`config.mk`:
```
export PLATFORM = sky130hd
export DESIGN_NAME = irqc_top
export DESIGN_NICKNAME = d
export VERILOG_FILES = /design/src/rtl/irqc_pkg.sv /design/src/rtl/irqc_ext_pick.sv /design/src/rtl/irqc_prio.sv /design/src/rtl/irqc_regs.sv /design/src/rtl/irqc_top.sv
export SDC_FILE = /design/constraint.sdc
export NUM_CORES = 1
export LEC_CHECK = 0
export BUFFER_PORTS_ARGS = -buffer_cell sky130_fd_sc_hd__buf_2
export CAP_MARGIN = 15
export CORE_ASPECT_RATIO = 1.75
export CORE_MARGIN = 2
export CORE_UTILIZATION = 60
export DETAILED_ROUTE_END_ITERATION = 6
export PLACE_DENSITY = 0.8
export SLEW_MARGIN = 25
export SYNTH_ARGS = -nofsm -noshare
export SYNTH_HDL_FRONTEND = slang
export SYNTH_HIERARCHICAL = 1
export SYNTH_SLANG_ARGS = --single-unit
```
`constraint.sdc`:
```
create_clock -name clk_i -period 5 [get_ports clk_i]
set_clock_uncertainty 0.05 [all_clocks]
set_input_delay 0.25 -clock clk_i [delete_from_list [all_inputs] [get_ports clk_i]]
set_output_delay 0.25 -clock clk_i [all_outputs]
set_load 0.05 [all_outputs]
```
`src/rtl/irqc_pkg.sv`:
```
package irqc_pkg;
  localparam int NSRC_DEF  = 32;
  localparam int NNORM_DEF = 16;
  localparam int AW        = 3;

  typedef enum logic [AW-1:0] {
    ADR_PEND   = 3'd0,
    ADR_PCLR   = 3'd1,
    ADR_FORCE  = 3'd2,
    ADR_MASK   = 3'd3,
    ADR_LEVEL  = 3'd4,
    ADR_EXTACK = 3'd5
  } reg_addr_e;
endpackage

```
`src/rtl/irqc_ext_pick.sv`:
```
module irqc_ext_pick #(
  parameter int NSRC  = 32,
  parameter int NNORM = 16,
  localparam int IDW  = $clog2(NSRC)
) (
  input  logic [NSRC-1:0] cand_i,
  output logic            found_o,
  output logic [IDW-1:0]  id_o
);
  // downward scan so the lowest set extended bit is the one left
  always_comb begin
    found_o = 1'b0;
    id_o    = '0;
    for (int i = NSRC - 1; i >= NNORM; i--) begin
      if (cand_i[i]) begin
        found_o = 1'b1;
        id_o    = IDW'(i);
      end
    end
  end
endmodule

```
`src/rtl/irqc_prio.sv`:
```
module irqc_prio #(
  parameter int NNORM = 16,
  localparam int LW   = $clog2(NNORM)
) (
  input  logic             clk_i,
  input  logic             rst_ni,
  input  logic [NNORM-1:0] act_i,
  input  logic [NNORM-1:0] lvl_i,
  output logic [LW-1:0]    irl_o
);
  localparam logic [NNORM-1:0] NO_BIT0 = ~NNORM'(1);

  logic [1:0]    any;
  logic [LW-1:0] hi [2];

  for (genvar g = 0; g < 2; g++) begin : g_lvl
    logic [NNORM-1:0] sel;
    assign sel = act_i & ((g == 1) ? lvl_i : ~lvl_i) & NO_BIT0;
    always_comb begin
      any[g] = 1'b0;
      hi[g]  = '0;
      for (int i = 1; i < NNORM; i++) begin
        if (sel[i]) begin
          any[g] = 1'b1;
          hi[g]  = LW'(i);
        end
      end
    end
  end

  logic [LW-1:0] irl_d;
  assign irl_d = any[1] ? hi[1] : (any[0] ? hi[0] : '0);

  always_ff @(posedge clk_i or negedge rst_ni) begin
    if (!rst_ni) irl_o <= '0;
    else         irl_o <= irl_d;
  end


  idle_zero_chk: assert property (@(posedge clk_i) disable iff (!rst_ni)
    !(|(act_i & NO_BIT0)) |=> (irl_o == '0));


  lvl1_present_chk: assert property (@(posedge clk_i) disable iff (!rst_ni)
    (|(act_i & lvl_i & NO_BIT0)) |=> (irl_o != '0));
endmodule

```
`src/rtl/irqc_regs.sv`:
```
module irqc_regs
  import irqc_pkg::*;
#(
  parameter int NSRC  = 32,
  parameter int NNORM = 16,
  localparam int LW   = $clog2(NNORM),
  localparam int IDW  = $clog2(NSRC)
) (
  input  logic             clk_i,
  input  logic             rst_ni,
  input  logic [NSRC-1:0]  irq_i,
  input  logic             wr_i,
  input  logic [AW-1:0]    addr_i,
  input  logic [NSRC-1:0]  wdata_i,
  input  logic             ack_i,
  input  logic [LW-1:0]    ack_lvl_i,
  output logic [NSRC-1:0]  eff_o,
  output logic [NNORM-1:0] lvl_o,
  output logic [NSRC-1:0]  rdata_o
);
  localparam logic [NSRC-1:0]  VALID   = ~NSRC'(1);
  localparam logic [NNORM-1:0] VALID_N = ~NNORM'(1);
  localparam logic [NSRC-1:0]  EXT_SEL = {{(NSRC-NNORM){1'b1}}, {NNORM{1'b0}}};

  logic [NSRC-1:0]  pend_q, force_q, mask_q;
  logic [NNORM-1:0] lvl_q;
  logic [IDW-1:0]   extack_q;

  logic [NSRC-1:0] cand, ack_vec, wr_set, wr_clr;
  logic            ext_found;
  logic [IDW-1:0]  ext_id;
  logic            ack_one;

  assign eff_o = (pend_q | force_q) & mask_q;
  assign lvl_o = lvl_q;
  assign cand  = eff_o & EXT_SEL;

  irqc_ext_pick #(.NSRC(NSRC), .NNORM(NNORM)) u_pick (
    .cand_i (cand),
    .found_o(ext_found),
    .id_o   (ext_id)
  );

  assign ack_one = ack_i && (ack_lvl_i == LW'(1));

  always_comb begin
    ack_vec = '0;
    if (ack_i) begin
      for (int i = 1; i < NNORM; i++) begin
        if (ack_lvl_i == LW'(i)) ack_vec[i] = 1'b1;
      end
    end
    if (ack_one && ext_found) ack_vec[ext_id] = 1'b1;
  end

  assign wr_set = (wr_i && addr_i == ADR_PEND) ? wdata_i : '0;
  assign wr_clr = (wr_i && addr_i == ADR_PCLR) ? wdata_i : '0;

  always_ff @(posedge clk_i or negedge rst_ni) begin
    if (!rst_ni) begin
      pend_q   <= '0;
      force_q  <= '0;
      mask_q   <= '0;
      lvl_q    <= '0;
      extack_q <= '0;
    end else begin
      // new request or software set beats clear and acknowledge
      pend_q <= ((pend_q & ~wr_clr & ~ack_vec) | wr_set | irq_i) & VALID;
      if (wr_i && addr_i == ADR_FORCE) force_q <= wdata_i & VALID;
      else                             force_q <= force_q & ~ack_vec;
      if (wr_i && addr_i == ADR_MASK)  mask_q  <= wdata_i & VALID;
      if (wr_i && addr_i == ADR_LEVEL) lvl_q   <= wdata_i[NNORM-1:0] & VALID_N;
      if (ack_one && ext_found)        extack_q <= ext_id;
    end
  end

  always_comb begin
    case (addr_i)
      ADR_PEND, ADR_PCLR: rdata_o = pend_q;
      ADR_FORCE:          rdata_o = force_q;
      ADR_MASK:           rdata_o = mask_q;
      ADR_LEVEL:          rdata_o = {{(NSRC-NNORM){1'b0}}, lvl_q};
      ADR_EXTACK:         rdata_o = {{(NSRC-IDW){1'b0}}, extack_q};
      default:            rdata_o = '0;
    endcase
  end


  req_sets_pend_chk: assert property (@(posedge clk_i) disable iff (!rst_ni)
    (|(irq_i & VALID)) |=> ((pend_q & $past(irq_i & VALID)) == $past(irq_i & VALID)));


  pend_hold_chk: assert property (@(posedge clk_i) disable iff (!rst_ni)
    (!wr_i && !ack_i) |=> ((pend_q & $past(pend_q)) == $past(pend_q)));


  ack_clears_chk: assert property (@(posedge clk_i) disable iff (!rst_ni)
    (ack_i && ack_lvl_i != '0 && !wr_i && !irq_i[ack_lvl_i])
      |=> (!pend_q[$past(ack_lvl_i)] && !force_q[$past(ack_lvl_i)]));


  extack_range_chk: assert property (@(posedge clk_i) disable iff (!rst_ni)
    (ack_one && ext_found) |=> (extack_q >= IDW'(NNORM)));
endmodule

```
`src/rtl/irqc_top.sv`:
```
module irqc_top
  import irqc_pkg::*;
#(
  parameter int NSRC  = NSRC_DEF,
  parameter int NNORM = NNORM_DEF,
  localparam int LW   = $clog2(NNORM)
) (
  input  logic            clk_i,
  input  logic            rst_ni,
  input  logic [NSRC-1:0] irq_i,
  input  logic            reg_wr_i,
  input  logic [AW-1:0]   reg_addr_i,
  input  logic [NSRC-1:0] reg_wdata_i,
  output logic [NSRC-1:0] reg_rdata_o,
  input  logic            ack_i,
  input  logic [LW-1:0]   ack_lvl_i,
  output logic [LW-1:0]   irl_o
);
  logic [NSRC-1:0]  eff;
  logic [NNORM-1:0] lvl;
  logic [NNORM-1:0] act;

  irqc_regs #(.NSRC(NSRC), .NNORM(NNORM)) u_regs (
    .clk_i    (clk_i),
    .rst_ni   (rst_ni),
    .irq_i    (irq_i),
    .wr_i     (reg_wr_i),
    .addr_i   (reg_addr_i),
    .wdata_i  (reg_wdata_i),
    .ack_i    (ack_i),
    .ack_lvl_i(ack_lvl_i),
    .eff_o    (eff),
    .lvl_o    (lvl),
    .rdata_o  (reg_rdata_o)
  );

  // extended group folds onto interrupt 1
  always_comb begin
    act    = eff[NNORM-1:0];
    act[1] = eff[1] | (|eff[NSRC-1:NNORM]);
  end

  irqc_prio #(.NNORM(NNORM)) u_prio (
    .clk_i (clk_i),
    .rst_ni(rst_ni),
    .act_i (act),
    .lvl_i (lvl),
    .irl_o (irl_o)
  );
endmodule

```
; Word-level counts from Yosys, hierarchy flattened
; Cells that the tools add are included.
[word_totals]
reg_bits = 118
in_bits = 75
output_inout_bits = 36
wordCells = 170
[op_classes]
n_lt_le_gt_ge = 2
n_eq_ne = 20
n_mux = 117
n_bitwise = 14
n_reduce_logical = 11
[op_table]
columns = operator, n
row1 = one-hot mux 32 bit (5 select lines), 1
row2 = bitwise AND 32 bit, 4
row3 = two-way mux 32 bit, 4
row4 = two-way mux 4 bit, 24
row5 = OR 32 bit, 3
row6 = two-way mux 5 bit, 16
row7 = two-way mux 1 bit, 64
row8 = inverter 32 bit, 2
row9 = bitwise AND 16 bit, 2
row10 = equality test 4 bit (second input constant), 8
row11 = OR 16 x 32 -> 32 bit, 1
row12 = equality test 4 x 3 -> 1 bit (second input constant), 4
row13 = inverter 16 bit, 1
row14 = OR reduction 16 bit, 1
row15 = two-way mux 15 bit, 1
row16 = two-way mux 3 bit, 4
row17 = equality test 4 x 2 -> 1 bit (second input constant), 2
row18 = logical AND 1 bit, 8
row19 = equality test 3 x 2 -> 1 bit (second input constant), 2
row20 = equality test 3 bit (second input constant), 2
row21 = < comparator 5 x 6 -> 1 bit (second input constant), 1
row22 = demux 1 bit (select 5 bit), 1
row23 = >= comparator 5 x 1 -> 1 bit (second input constant), 1
row24 = equality test 4 x 1 -> 1 bit (second input constant), 1
row25 = 5 further kinds, 6

; Logic depth before layout (Yosys ltp)
; Gate-level depths: netlist of run 1.
[logic_depth]
depth_word = 28
ltp_mapped = 9
depth_no_buf = 8

; Cells and area by module
; Netlist of run 1, hierarchy kept.
[by_module_without_submodules]
columns = mod, instances, cells_per_inst, area_each_um2, seq_area_each_um2
row1 = irqc_regs, 1, 640, 6299.8, 2852.7
row2 = irqc_prio, 1, 86, 626.9, 100.1
row3 = irqc_ext_pick, 1, 33, 191.4, 0.0
row4 = irqc_top, 1, 6, 36.3, 0.0

; Least setup slack after synthesis of run 1
; Ideal clock, no wire load.
[synth_timing]
path_kind = in2out
start = input port reg_addr_i[1]
end = output port reg_rdata_o[24]
arrival_ns = 2.266
required_ns = 4.700
setup_slack_ns = 2.434
stages = 5
path_buffers = 3
path_cell_list = buf_2 -> buf_1 -> buf_1 -> nor2_1 -> a211oi_1
[synth_between]
elab_chain_len = 3
elab_cells_between_ends = 8
classes_between = 5 x eq/ne / 1 x mux / 2 x reduce/logical
[synth_lines]
columns = item, line
row1 = "start, declared", irqc_top.sv:12  ; input logic [AW-1:0] reg_addr_i,
row2 = equality test 3 x 1 -> 1 bit or logical NOT 3 bit (tied branches), irqc_regs.sv:78  ; case (addr_i)
row3 = OR reduction 2 bit, irqc_regs.sv:78
row4 = one-hot mux 32 bit (5 select lines) *, irqc_regs.sv:78
row5 = "end, declared", irqc_top.sv:14  ; output logic [NSRC-1:0] reg_rdata_o,
; Every way passes the cells marked *; elsewhere a longest branch is shown, timed or not.

; Worst setup path after layout of run 1
[layout_timing]
start = register u_regs.force_q[24]
end = register u_regs.force_q[5]
[layout_between]
elab_cells_between_ends = 31
classes_between = 2 x order compare / 22 x mux / 5 x bitwise / 2 x reduce/logical
[layout_rtl]
columns = item, line
row1 = "start, declared", irqc_regs.sv:25  ; logic [NSRC-1:0] pend_q, force_q, mask_q;
row2 = "start signal, assigned", irqc_regs.sv:69  ; if (wr_i && addr_i == ADR_FORCE) force_q <= wdata_i & VALID;
row3 = "start signal, assigned", irqc_regs.sv:70  ; else force_q <= force_q & ~ack_vec;
row4 = OR 32 bit, irqc_regs.sv:34  ; assign eff_o = (pend_q | force_q) & mask_q;
row5 = bitwise AND 32 bit, irqc_regs.sv:34
row6 = net eff[24], irqc_top.sv:19  ; logic [NSRC-1:0] eff;
row7 = two-way mux 1 bit (9 in series), irqc_ext_pick.sv:15  ; if (cand_i[i]) begin
row8 = net u_regs.ext_found, irqc_regs.sv:30  ; logic ext_found;
row9 = logical AND 1 bit, irqc_regs.sv:53  ; if (ack_one && ext_found) ack_vec[ext_id] = 1'b1;
row10 = two-way mux 32 bit, irqc_regs.sv:53
row11 = inverter 32 bit, irqc_regs.sv:70
row12 = bitwise AND 32 bit, irqc_regs.sv:70
row13 = two-way mux 32 bit, irqc_regs.sv:69
; The timed path passes the listed nets, and every way through them passes these cells.
; A chain may end at the register's enable or synchronous reset.

==> results by group, run 1 <==
Cells and area
  – Nets: 950
  – N_diodes: 0
  – Final non-filler cell total: 1022
  – Final core occ: 0.741
  – Fill count: 858
  – Leading cell type in the layout, fill and taps excluded: dfrtp_1
  – Layout area overhead: 20.3%
  – Share of cells above drive strength 1: 0.246
  – Most frequent cells in the layout: dfrtp_1 (118), buf_2 (107), nand2_1 (59), o21ai_0 (55), mux2_2 (46)

STA
  – Fin crit share: 0.655
  – Fmax: 0.306 GHz
  – Final hold vios: 0
  – Measured slew at the worst slew-check pin: 1.04 ns
  – Slew Limit Fails: 0
  – Setup Total Neg Slack: 0 ns
  – Setup slack after layout: 1.73 ns
  – Final setup vio count: 0
  – RSZ-0062 raised after global routing: no
  – Minimum period implied by the final worst setup slack: 3.27 ns
  – Slew headroom: 0.307

Synth
  – Post-Syn Instances: 762
  – YS warnings: 6
  – Synthesized Nets: 837
  – Mean post-synth cell area: 9.36 um2
  – Cell Area, Synth: 7140 um2

Min path
  – Hold depth: 3
  – Hold Path Class: in -> reg
  – Sink of the worst hold path: u_regs/pend_q[10]$_DFF_PN0_
  – Hold path start: irq_i[10]

Global routing
  – Vias in the first global route: 7462
  – Remaining global-route overflow: 0
  – Initial antenna violation count: 0
  – All-layer global routing usage: 0.407
  – First-pass GRT wire length: 39200 um
  – Largest net degree at the start of global routing: 79

Critical path
  – Worst R2R Setup Slack: 1.73 ns
  – Reg2reg path depth: 7
  – CP Launch Type: flop
  – WP data arrival: 3.47 ns
  – CP required: 5.20 ns
  – Top delay family on crit path: simple AND/OR/NAND/NOR gates
  – Crit path kind: reg -> reg
  – Reg-to-Reg End: u_regs/force_q[5]$_DFF_PN0_
  – WP buf/inv: 0
  – Slowest CP cell: or3b_2
  – CP Max Fanout: 14
  – Worst Setup End Kind: flop
  – RR Startpoint: u_regs/force_q[24]$_DFF_PN0_
  – Critical-path cell list: o21a_1, nor4_2, and3_1, nand4_1, or3b_2, nor3_1, o32ai_1
  – CP max stage delay: 0.73 ns

Placed design
  – Placed insts: 966
  – Routability Congestion: 0.909
  – Dpl ws: 1.58 ns
  – HPWL after DPL: 16700 um
  – IO Port Bufs: 108

Route
  – WL final: 25400 um
  – Iteration count of the initial detailed-routing pass: 6
  – DRT iter0 DRCs: 726
  – DRC violations left: 0
  – Antenna-violating nets left: 0
  – Via count: 7182
  – Vias per inst: 7.03
  – Post-DR wirelength/cell: 24.9 um

Pwr
  – Switching Share: 0.357
  – Comb pwr share: 0.299
  – Switch Pwr: 1270 uW
  – P_leak: 0.00358 uW
  – Worst IR Drop VDD: 0.000281 V
  – Overall power: 3560 uW
  – Pint: 2290 uW
  – Clock power frac: 0.347
  – Flop pwr share: 0.354
  – Power Density: 415 nW/um2

Die
  – Ports: 111
  – Die area: 12800 um2
  – Core Area: 11600 um2
  – Die X: 86.4 um
  – Starting Density: 0.616
  – Die Y: 148 um
  – Rows: 52

Run status
  – Status: complete, no violations

Clock network
  – H-tree depth: 4
  – Clock sink total: 118
  – Longest Clk Path Bufs: 2
  – Post-cts sizing count: 0
  – Clock-pin slew on the worst setup and hold paths: 0.06 ns
  – CTS Buf Count: 17
  – CTS tree: built
  – Clock Latency Late Sink: 0.42 ns
  – Root Driver: clkbuf_16

Flow run
  – Max Cap Viol: 0
[through the flow]
step	hold WS (ns)	instance area (um2)
2_1_floorplan	-0.0956	7140
3_3_place_gp	0.396	7720
3_5_place_dp	0.405	7730
4_1_cts	0.000325	8540
5_1_grt	0.0172	8590
6_report	0.00689	8590
[worst max path at each step]
stage                                  from                           to  slack, ns  cells after the start
2_1_floorplan                 reg_addr_i[1]              reg_rdata_o[24]       2.43                      5
6_report       u_regs/force_q[24]$_DFF_PN0_  u_regs/force_q[5]$_DFF_PN0_       1.73                      7
4_1_cts        u_regs/force_q[24]$_DFF_PN0_  u_regs/force_q[5]$_DFF_PN0_       1.56                      7
3_3_place_gp   u_regs/force_q[24]$_DFF_PN0_  u_regs/force_q[5]$_DFF_PN0_       1.76                      7
5_1_grt        u_regs/force_q[24]$_DFF_PN0_  u_regs/force_q[5]$_DFF_PN0_       1.64                      7
3_5_place_dp   u_regs/force_q[24]$_DFF_PN0_  u_regs/force_q[5]$_DFF_PN0_       1.58                      7
[final cells by class]
class	instances	area [um2]	share of cell area
multi-input cells	576	3930	0.458
flip-flops and latches	118	2950	0.344
repair buffers	144	880	0.102
clock buffers	19	433	0.0504
well taps	135	169	0.0197
clock inverters	12	155	0.0181
inverters	18	67.6	0.00787
[per-layer routing]
metal	up-vias	wire length (um)	GRT usage
li1	3106	-	-
met1	3416	8330	0.436
met2	497	13000	0.675
met3	163	2020	0.0866
met4	0	2070	0.327
met5	-	0	0
[power by group through the flow]
stage | combinational [uW] | sequential [uW] | clock [uW]
detailed placement | 1010 | 1270 | 0
CTS | 1040 | 1260 | 1240
floorplan | 694 | 1280 | 0
global route | 1130 | 1280 | 1280
finish | 1060 | 1260 | 1240
global placement | 993 | 1260 | 0
[sequential cells by signal, summed over array words and instances, names as in the netlist]
register	cells
u_prio/irl_o	4
u_regs/lvl_o	15
u_regs/force_q	32
u_regs/mask_q	31
u_regs/pend_q	31
u_regs/extack_q	5
[what timing repair did]
item                                   CTS  global route
endpoints found under the hold margin   48             2
setup buffers                            0             0
hold buffers                            23             2
[worst register-to-register path, stage by stage, from the launching register on]
cell     delay (ns)
dfrtp_1        0.40
o21a_1         0.25
nor4_2         0.32
and3_1         0.26
nand4_1        0.53
or3b_2         0.73
nor3_1         0.38
o32ai_1        0.18
Note: power is estimated with default switching activity, not from simulation.
==> run 2, diff against run 1 <==
--- a/config.mk
+++ b/config.mk
@@ -9,9 +9,9 @@
 export CAP_MARGIN = 15
 export CORE_ASPECT_RATIO = 1.75
 export CORE_MARGIN = 2
-export CORE_UTILIZATION = 60
+export CORE_UTILIZATION = 58
 export DETAILED_ROUTE_END_ITERATION = 6
-export PLACE_DENSITY = 0.8
+export PLACE_DENSITY = 0.77
 export SLEW_MARGIN = 25
 export SYNTH_ARGS = -nofsm -noshare
 export SYNTH_HDL_FRONTEND = slang
==> constraint.sdc (replaced) <==
create_clock -name clk_i -period 3.1 [get_ports clk_i]
set_clock_uncertainty 0.05 [all_clocks]
set_input_delay 0.155 -clock clk_i [delete_from_list [all_inputs] [get_ports clk_i]]
set_output_delay 0.155 -clock clk_i [all_outputs]
set_load 0.05 [all_outputs]
==> run 2 against run 1 <==
Clock power up 63%. Global-route usage up 0.87 points. Die area up 3.3%. Sequential power up 62%. Count of clock-buffer cells in the layout unchanged. The run now ends with DRC left. Core utilization up 4.3 points.
==> results by group, run 2 (synthesis results as in run 1) <==
STA
  – Minimum period implied by the final worst setup slack: 3.04 ns
  – Setup Total Neg Slack: 0 ns
  – Setup slack after layout: 0.0570 ns
  – Fmax: 0.329 GHz
  – RSZ-0062 raised after global routing: no
  – Fin crit share: 0.982
  – Final setup vio count: 0
  – Measured slew at the worst slew-check pin: 0.925 ns
  – Final hold vios: 0
  – Slew headroom: 0.383
  – Slew Limit Fails: 0

Critical path
  – CP required: 3.33 ns
  – Worst Setup End Kind: flop
  – WP buf/inv: 0
  – Slowest CP cell: or4b_2
  – CP max stage delay: 0.80 ns
  – WP data arrival: 3.27 ns
  – Critical-path cell list: o21a_1, nor2_1, nor3_1, o31ai_1, a31oi_1, or4b_2, nor3_1, o31ai_1
  – CP Max Fanout: 5
  – Top delay family on crit path: simple AND/OR/NAND/NOR gates
  – CP Launch Type: flop
  – Crit path kind: reg -> reg

Clock network
  – H-tree depth: 4
  – CTS Buf Count: 17
  – Root Driver: clkbuf_16
  – Clock-pin slew on the worst setup and hold paths: 0.06 ns
  – Setup Fix Bufs, Post-CTS: 0
  – Longest Clk Path Bufs: 2
  – Clock Latency Late Sink: 0.42 ns
  – Clock sink total: 118
  – CTS tree: built

Placed design
  – Routability Congestion: 0.947
  – Dpl ws: 0.101 ns
  – IO Port Bufs: 108
  – Area of placed instances: 7950 um2
  – HPWL after DPL: 17600 um
  – Placed insts: 1021

Cells and area
  – Leading cell type in the layout, fill and taps excluded: dfrtp_1
  – Fill count: 798
  – Most frequent cells in the layout: dfrtp_1 (118), buf_2 (107), dlygate4sd3_1 (85), nand2_1 (59), o21ai_0 (55)
  – Register area: 2950 um2
  – Layout area overhead: 31.9%
  – Final core occ: 0.784
  – Biggest register: u_regs/force_q
  – N_diodes: 0
  – Design Area, Final: 9420 um2
  – Nets: 1035
  – Multi-input combinational cell area: 3920 um2
  – Number of flip-flops in the largest register: 32
  – Final non-filler cell total: 1137
  – Biggest registers after layout: u_regs/force_q: 32 flops, u_regs/mask_q: 31 flops, u_regs/pend_q: 31 flops
  – Share of cells above drive strength 1: 0.251

Pwr
  – P_leak: 0.00397 uW
  – Switching Share: 0.350
  – Power Density: 623 nW/um2
  – Pint: 3810 uW
  – Worst IR Drop VDD: 0.000405 V
  – Comb pwr share: 0.307
  – Flop pwr share: 0.348
  – Switch Pwr: 2050 uW
  – Clock power frac: 0.345

Die
  – Die X: 87.8 um
  – Die Y: 151 um
  – Die area: 13200 um2
  – Core Area: 12000 um2
  – Starting Density: 0.594
  – Ports: 111
  – Rows: 53

Global routing
  – All-layer global routing usage: 0.415
  – First-pass GRT wire length: 40800 um
  – Vias in the first global route: 7880
  – Largest net degree at the start of global routing: 58
  – Initial antenna violation count: 0
  – Remaining global-route overflow: 0

Route
  – Vias per inst: 6.76
  – Antenna-violating nets left: 0
  – Iteration count of the initial detailed-routing pass: 7
  – WL final: 26800 um
  – Via count: 7683
  – Post-DR wirelength/cell: 23.5 um
  – DRC violations left: 1
  – DRT iter0 DRCs: 722

Run status
  – Failing checks: DRC
  – Status: complete, but fails checks

Flow run
  – Max Cap Viol: 0

Min path
  – Hold Path Class: in -> reg
==> run 2: cell types whose count changed in the layout (fill, tap and decap cells not counted), moves of 2 or more <==
| cell | previous run | this run |
|---|---|---|
| clkbuf_8 | 0 | 2 |
| dlygate4sd3_1 | 25 | 85 |
| buf_4 | 11 | 37 |
| clkbuf_1 | 2 | 0 |
==> run 2: metal layers <==
| layer | GRT usage | routed length, um |
|---|---|---|
| met5 | 0 | 0 |
| met4 | 0.306 | 2250 |
| met3 | 0.0855 | 2190 |
| met2 | 0.734 | 13800 |
| met1 | 0.416 | 8520 |
==> run 2: power by group through the flow <==
stage	clock (uW)	sequential [uW]	combinational, uW
floorplan	0	2070	1120
global placement	0	2030	1610
detailed placement	0	2050	1650
CTS	2030	2030	1760
global route	2110	2070	1910
finish	2020	2040	1800
==> run 2: layout make-up <==
class                      count  share of cell area
tap                          165              0.0219
clock inverter                12              0.0162
multi-input combinational    576               0.416
clock buffer                  19              0.0481
sequential                   118               0.314
timing repair buffer         229               0.177
inverter                      18             0.00718
==> run 2: final timing paths <==
| kind | start | to | slack [ns] | depth (start not counted) |
|---|---|---|---|---|
| hold / removal | reg_wdata_i[1] | u_regs/mask_q[1]$_DFFE_PN0P_ | 0.01 | 2 |
| setup / recovery | u_regs/pend_q[30]$_DFF_PN0_ | u_regs/pend_q[4]$_DFF_PN0_ | 0.06 | 8 |
| setup reg to reg | u_regs/pend_q[30]$_DFF_PN0_ | u_regs/pend_q[4]$_DFF_PN0_ | 0.06 | 8 |
| max in group asynchronous | rst_ni | u_regs/pend_q[1]$_DFF_PN0_ | 1.79 | 3 |
| min in group asynchronous | rst_ni | u_regs/mask_q[13]$_DFFE_PN0P_ | 0.30 | 2 |
| hold reg to reg | u_regs/extack_q[0]$_DFFE_PN0N_ | u_regs/extack_q[0]$_DFFE_PN0N_ | 0.48 | 1 |
==> run 2: what timing repair did <==
action	in CTS	in global routing
endpoints found under the setup margin	0	11
hold buffers	85	0
resized for setup	0	2
hold endpoints to repair	131	0
==> run 2: metrics by stage <==
step	hold WS, ns	total power (uW)
floorplan	-0.191	3190
global placement	0.205	3640
detailed placement	0.215	3700
CTS	0.000379	5810
global route	0.00972	6080
finish	0.0145	5870
